[src/rtl/bus_seq_pkg.sv]
package bus_seq_pkg;
  localparam int DEF_ADDR_W   = 13;
  localparam int DEF_DATA_W   = 8;
  localparam int DEF_CYC_LEN  = 5;
  localparam int DEF_AS_LEN   = 2;
  localparam int DEF_TURN_LEN = 1;

  function automatic int ph_width(input int cyc_len);
    return (cyc_len <= 2) ? 1 : $clog2(cyc_len);
  endfunction
endpackage

[src/rtl/bus_seq_phase.sv]
module bus_seq_phase #(
  parameter int CYC_LEN = 5,
  parameter int PH_W    = 3
) (
  input  logic            clk,
  input  logic            rst,
  input  logic            start,
  input  logic            halt,
  output logic            act,
  output logic [PH_W-1:0] ph,
  output logic            nxt_act,
  output logic [PH_W-1:0] nxt_ph,
  output logic            load,
  output logic            fin
);
  localparam logic [PH_W-1:0] LAST = PH_W'(CYC_LEN - 1);

  always_comb begin
    fin  = act && (ph == LAST) && !halt;
    load = !halt && start && (!act || ph == LAST);
    if (halt)      nxt_act = 1'b0;
    else if (load) nxt_act = 1'b1;
    else if (fin)  nxt_act = 1'b0;
    else           nxt_act = act;
    if (halt || load)              nxt_ph = '0;
    else if (act && ph != LAST)    nxt_ph = ph + 1'b1;
    else                           nxt_ph = '0;
  end

  always_ff @(posedge clk) begin
    if (rst) begin
      act <= 1'b0;
      ph  <= '0;
    end else begin
      act <= nxt_act;
      ph  <= nxt_ph;
    end
  end


  halt_idle_chk: assert property (@(posedge clk) disable iff (rst)
    halt |=> !act);

  ph_range_chk: assert property (@(posedge clk) disable iff (rst)
    ph <= LAST);

  ph_step_chk: assert property (@(posedge clk) disable iff (rst)
    (act && ph != LAST && !halt) |=> (act && ph == $past(ph) + 1'b1));
endmodule

[src/rtl/bus_seq_drive.sv]
module bus_seq_drive #(
  parameter int ADDR_W   = 13,
  parameter int DATA_W   = 8,
  parameter int AS_LEN   = 2,
  parameter int TURN_LEN = 1,
  parameter int PH_W     = 3
) (
  input  logic              clk,
  input  logic              rst,
  input  logic              nxt_act,
  input  logic [PH_W-1:0]   nxt_ph,
  input  logic              load,
  input  logic              fin,
  input  logic [ADDR_W-1:0] req_addr,
  input  logic [DATA_W-1:0] req_wdata,
  input  logic              req_write,
  input  logic              req_fetch,
  input  logic [DATA_W-1:0] bus_in,
  output logic              done,
  output logic [DATA_W-1:0] rdata,
  output logic              as_o,
  output logic              ds_o,
  output logic              rw_o,
  output logic              li_o,
  output logic [ADDR_W-DATA_W-1:0] addr_hi,
  output logic [DATA_W-1:0] bus_out,
  output logic              bus_oe
);
  localparam int HI_W = ADDR_W - DATA_W;
  localparam logic [PH_W-1:0] AS_END   = PH_W'(AS_LEN);
  localparam logic [PH_W-1:0] DS_START = PH_W'(AS_LEN + TURN_LEN);

  logic [ADDR_W-1:0] cap_addr;
  logic [DATA_W-1:0] cap_wdata;
  logic              cap_write;
  logic              cap_fetch;

  logic [ADDR_W-1:0] n_addr;
  logic [DATA_W-1:0] n_wdata;
  logic              n_write;
  logic              n_fetch;
  logic              n_aph;

  always_ff @(posedge clk) begin
    if (rst) begin
      cap_addr  <= '0;
      cap_wdata <= '0;
      cap_write <= 1'b0;
      cap_fetch <= 1'b0;
    end else if (load) begin
      cap_addr  <= req_addr;
      cap_wdata <= req_wdata;
      cap_write <= req_write;
      cap_fetch <= req_fetch;
    end
  end

  always_comb begin
    n_addr  = load ? req_addr  : cap_addr;
    n_wdata = load ? req_wdata : cap_wdata;
    n_write = load ? req_write : cap_write;
    n_fetch = load ? req_fetch : cap_fetch;
    n_aph   = nxt_ph < AS_END;
  end

  always_ff @(posedge clk) begin
    if (rst) begin
      as_o    <= 1'b0;
      ds_o    <= 1'b0;
      rw_o    <= 1'b1;
      li_o    <= 1'b0;
      addr_hi <= '0;
      bus_out <= '0;
      bus_oe  <= 1'b0;
      done    <= 1'b0;
      rdata   <= '0;
    end else begin
      as_o    <= nxt_act && n_aph;
      ds_o    <= nxt_act && (nxt_ph >= DS_START);
      rw_o    <= nxt_act ? !n_write : 1'b1;
      li_o    <= nxt_act && n_fetch;
      addr_hi <= nxt_act ? n_addr[ADDR_W-1:DATA_W] : '0;
      bus_oe  <= nxt_act && (n_aph || n_write);
      if (!nxt_act)   bus_out <= '0;
      else if (n_aph) bus_out <= n_addr[DATA_W-1:0];
      else if (n_write) bus_out <= n_wdata;
      else            bus_out <= '0;
      done <= fin;
      if (fin && !cap_write) rdata <= bus_in;
    end
  end


  strobe_excl_chk: assert property (@(posedge clk) disable iff (rst)
    !(as_o && ds_o));

  rw_setup_chk: assert property (@(posedge clk) disable iff (rst)
    $rose(ds_o) |-> $stable(rw_o));

  read_release_chk: assert property (@(posedge clk) disable iff (rst)
    (ds_o && rw_o) |-> !bus_oe);

  done_pulse_chk: assert property (@(posedge clk) disable iff (rst)
    done |=> !done);

  hi_hold_chk: assert property (@(posedge clk) disable iff (rst)
    (ds_o && $past(ds_o)) |-> $stable(addr_hi));
  initial begin

    hi_width_chk: assert (HI_W > 0);
  end
endmodule

[src/rtl/bus_seq_alatch.sv]
module bus_seq_alatch #(
  parameter int DATA_W = 8
) (
  input  logic              clk,
  input  logic              rst,
  input  logic              strobe,
  input  logic [DATA_W-1:0] bus_val,
  output logic [DATA_W-1:0] lat_lo
);
  always_ff @(posedge clk) begin
    if (rst)         lat_lo <= '0;
    else if (strobe) lat_lo <= bus_val;
  end


  latch_take_chk: assert property (@(posedge clk) disable iff (rst)
    strobe |=> (lat_lo == $past(bus_val)));

  latch_hold_chk: assert property (@(posedge clk) disable iff (rst)
    !strobe |=> $stable(lat_lo));
endmodule

[src/rtl/mux_bus_seq.sv]
module mux_bus_seq
  import bus_seq_pkg::*;
#(
  parameter int ADDR_W   = DEF_ADDR_W,
  parameter int DATA_W   = DEF_DATA_W,
  parameter int CYC_LEN  = DEF_CYC_LEN,
  parameter int AS_LEN   = DEF_AS_LEN,
  parameter int TURN_LEN = DEF_TURN_LEN
) (
  input  logic              clk,
  input  logic              rst,
  input  logic              halt,
  input  logic              start,
  input  logic [ADDR_W-1:0] req_addr,
  input  logic [DATA_W-1:0] req_wdata,
  input  logic              req_write,
  input  logic              req_fetch,
  output logic              done,
  output logic [DATA_W-1:0] rdata,
  output logic              as_o,
  output logic              ds_o,
  output logic              rw_o,
  output logic              li_o,
  output logic [ADDR_W-DATA_W-1:0] addr_hi,
  output logic [DATA_W-1:0] bus_out,
  output logic              bus_oe,
  input  logic [DATA_W-1:0] bus_in,
  output logic [DATA_W-1:0] lat_lo
);
  localparam int PH_W = ph_width(CYC_LEN);

  logic            act;
  logic [PH_W-1:0] ph;
  logic            nxt_act;
  logic [PH_W-1:0] nxt_ph;
  logic            load;
  logic            fin;
  logic [DATA_W-1:0] bus_val;

  bus_seq_phase #(.CYC_LEN(CYC_LEN), .PH_W(PH_W)) u_phase (
    .clk(clk), .rst(rst), .start(start), .halt(halt),
    .act(act), .ph(ph), .nxt_act(nxt_act), .nxt_ph(nxt_ph),
    .load(load), .fin(fin)
  );

  bus_seq_drive #(
    .ADDR_W(ADDR_W), .DATA_W(DATA_W), .AS_LEN(AS_LEN),
    .TURN_LEN(TURN_LEN), .PH_W(PH_W)
  ) u_drive (
    .clk(clk), .rst(rst), .nxt_act(nxt_act), .nxt_ph(nxt_ph),
    .load(load), .fin(fin), .req_addr(req_addr), .req_wdata(req_wdata),
    .req_write(req_write), .req_fetch(req_fetch), .bus_in(bus_in),
    .done(done), .rdata(rdata), .as_o(as_o), .ds_o(ds_o), .rw_o(rw_o),
    .li_o(li_o), .addr_hi(addr_hi), .bus_out(bus_out), .bus_oe(bus_oe)
  );

  assign bus_val = bus_oe ? bus_out : bus_in;

  bus_seq_alatch #(.DATA_W(DATA_W)) u_alatch (
    .clk(clk), .rst(rst), .strobe(as_o), .bus_val(bus_val), .lat_lo(lat_lo)
  );


  idle_quiet_chk: assert property (@(posedge clk) disable iff (rst)
    (!act && !$past(act)) |-> (!as_o && !ds_o && !bus_oe));
endmodule

[config.mk]
export PLATFORM = sky130hd
export DESIGN_NAME = mux_bus_seq
export DESIGN_NICKNAME = d
export VERILOG_FILES = /design/src/rtl/bus_seq_pkg.sv /design/src/rtl/bus_seq_phase.sv /design/src/rtl/bus_seq_drive.sv /design/src/rtl/bus_seq_alatch.sv /design/src/rtl/mux_bus_seq.sv
export SDC_FILE = /design/constraint.sdc
export NUM_CORES = 1
export LEC_CHECK = 0
export CORE_ASPECT_RATIO = 1.25
export CORE_MARGIN = 4
export CORE_UTILIZATION = 40
export CTS_CLUSTER_SIZE = 30
export DETAILED_ROUTE_END_ITERATION = 10
export DONT_BUFFER_PORTS = 1
export GPL_ROUTABILITY_DRIVEN = 0
export HOLD_SLACK_MARGIN = 0.02
export PLACE_DENSITY_LB_ADDON = 0.08
export SLEW_MARGIN = 5
export SYNTH_ARGS = -nofsm -noshare
export SYNTH_HDL_FRONTEND = slang
export SYNTH_SLANG_ARGS = --single-unit
[constraint.sdc]
create_clock -name clk -period 3.2 [get_ports clk]
set_input_delay 0 -clock clk [delete_from_list [all_inputs] [get_ports clk]]
set_output_delay 0 -clock clk [all_outputs]
set_load 0.02 [all_outputs]
==> metrics.txt <==
sequential cell area fraction in the yosys report=55.0%; Worst EP required=3.41 ns; largest net degree at the start of global routing=42; P_leak=1.25 nW; Area contributors post-synth=dfxtp_1 (55%), mux2i_1 (14%), nor2_1 (6.2%); root buffer cell=clkbuf_8; Pwr Total=1.56 mW; Hold Path Class=in2reg; TritonCTS clock tree=yes; # Max-Cap Violations=0; Sw Share=23.7%; Clock Pin Slew Worst Setup and Hold Paths=0.06 ns; crit end category=flip-flop; residual overflow from global routing=0; GRT Max-Usage Layer=met2; Clk network pwr share=37.9%; Vias per Instance=5.11; detailed-route via count=1,789; clock sink total=62; Crit Path Category=reg2reg; Async SR Flop Fraction=0%; Highest Clock Rate=401 MHz; post-synth top area share=55.0%; PD cells=520 nW/µm²; Comb power frac=8.8%; Ports=70; DRC Markers=0; Fin. Hold Viols=0; DP Cell Count=278; core outline area=5440 µm²; Ys Warns=0; crit share post-route=77.8%; GRT Total Usage=17.6%; commonest non-fill, non-tap cell in the layout=dfxtp_1; Fill cells=509; Site Rows=30; Layout Skew=0.00489 ns; syn nets=265; post_cts resized=0; share of cells above drive strength 1=6.29%; post-synth cell types=28; final setup fails=0; met2 usage=28.4%; WL/cell=16.3 µm; area growth from synthesis to layout=33.1%; critical path fanouts, max=16; Total Wirelength=5700 µm; Clock Tree Buf Depth=2; leading area contributor after synthesis=dfxtp_1; post-DP HPWL=3760 µm; fin cells=350; remaining antenna violation count=0; vias in the first global route=1,832; initial antenna violation count=0; post-route setup TNS=0 ns; Initial Util=41.5%; Net Sw Power=0.369 mW; status=completed; EDFF count, synth=0; crit path launch type=flip-flop; top_reg_cell synth=dfxtp_1; met1 Resource Use GR=21.2%; unrepaired setup endpoints after global routing=false; Worst IR Drop VDD=0.000350 V; Slew HR=54.3%; initial DRC count=124; cells after synthesis=228; commonest cells after routing, fill and taps aside=dfxtp_1 (62), dlygate4sd3_1 (56), nor2_1 (37); port bufs=0; WP data arrival=2.70 ns; first-pass GRT wire length=9070 µm; H-tree Lvls=3; Num CTS Buffers=9; worst hold slack=0.0953 ns; Max Slew Vio Count=0; Die Span X=75.2 µm; Cell Area, Synth=2260 µm²; mean post-synth cell area=9.90 µm²; die height=92.0 µm; met3 Track Usage GR=6.80%; Antenna Cells=0; sequential power share=53.3%; pre-CTS WS=1.16 ns; Final WS setup=0.709 ns; Pre-Repair DR Iteration Count=4; Slew @ Worst Pin=0.684 ns; Die Area=6920 µm²; Clk Latency, worst-skew pair=0.33 ns; Internal Power=1.19 mW; #FFs+latches synth=62; Final Critical Period=2.49 ns; Nets=319
==> layout make-up <==
| cell class | count | area [µm²] | area share, % |
|---|---|---|---|
| Sequential cell | 62 | 1240 | 41.3 |
| Multi-Input combinational cell | 147 | 912 | 30.4 |
| Inverter | 4 | 15.0 | 0.500 |
| Clock inverter | 1 | 5.00 | 0.167 |
| Clock buffer | 14 | 163 | 5.41 |
| Tap cell | 64 | 80.1 | 2.67 |
| Timing Repair Buffer | 58 | 588 | 19.6 |
==> metal layers <==
layer,vias up,wire length [µm]
li1,889,-
met2,67,2920
met1,829,2250
met3,4,476
met5,-,0
met4,0,45
==> final timing paths <==
path | startpoint | to | slack, ns | cells after the start
hold reg to reg | u_drive.cap_addr[12] | u_drive.addr_hi[4] | 0.46 | 2
setup / recovery | u_phase.ph[0] | u_drive.cap_addr[1] | 0.71 | 7
hold / removal | start | u_drive.cap_addr[11] | 0.1 | 3
setup reg to reg | u_phase.ph[0] | u_drive.cap_addr[1] | 0.71 | 7
==> registers in the layout, indices dropped and copies added (netlist names) <==
signal	cells
u_phase.ph	3
u_drive.addr_hi	5
u_drive.as_o	1
u_drive.bus_oe	1
u_drive.done	1
u_drive.li_o	1
u_drive.ds_o	1
u_drive.cap_write	1
u_drive.rdata	8
u_phase.act	1
u_drive.rw_o	1
u_drive.bus_out	8
u_drive.cap_wdata	8
u_drive.cap_fetch	1
u_alatch.lat_lo	8
u_drive.cap_addr	13
==> stage by stage <==
stage | instance area, µm² | util, %
finish | 3000 | 55.2
global route | 3000 | 55.2
CTS | 3000 | 55.2
detailed placement | 2260 | 41.4
global placement | 2260 | 41.4
floorplan | 2260 | -
==> critical path, cell delays in order (launching register included) <==
cell	delay [ns]
dfxtp_1	0.33
inv_1	0.08
ha_1	0.21
a21bo_1	0.31
nand3_2	0.45
mux2i_1	0.37
nor2_1	0.07
dlygate4sd3_1	0.55
==> repair_timing <==
item | in CTS | in global routing
buffers inserted | 0 | 0
hold endpoints to repair | 59 | 0
hold buffers | 57 | 0
==> cell usage after synthesis (2+ instances only) <==
cell type	count
inv_1	4
buf_6	2
ha_1	2
buf_2	5
o22ai_1	8
dfxtp_1	62
clkbuf_1	7
mux2i_1	32
nor3_1	3
nand3_1	6
and3_1	3
nor2_1	37
nand2_1	23
a21oi_1	13
a211oi_1	8
==> power by group through the flow <==
| stage | Combinational, mW | Sequential (mW) | Clock [mW] |
|---|---|---|---|
| floorplan | 0.0805 | 0.839 | 0 |
| global placement | 0.0736 | 0.849 | 0 |
| detailed placement | 0.0755 | 0.849 | 0 |
| CTS | 0.137 | 0.832 | 0.610 |
| global route | 0.152 | 0.834 | 0.652 |
| finish | 0.138 | 0.832 | 0.591 |
==> logic make-up after synthesis <==
group	Yosys count	share of synthesized area [%]
fa+ha+maj	2	1.11
buf+inv	19	4.60
flops	62	55.0
simple gates	78	15.2
mux	32	14.2
compound gates	34	9.53
xor+xnor	1	0.388
Power figures use the tool's default switching activity.
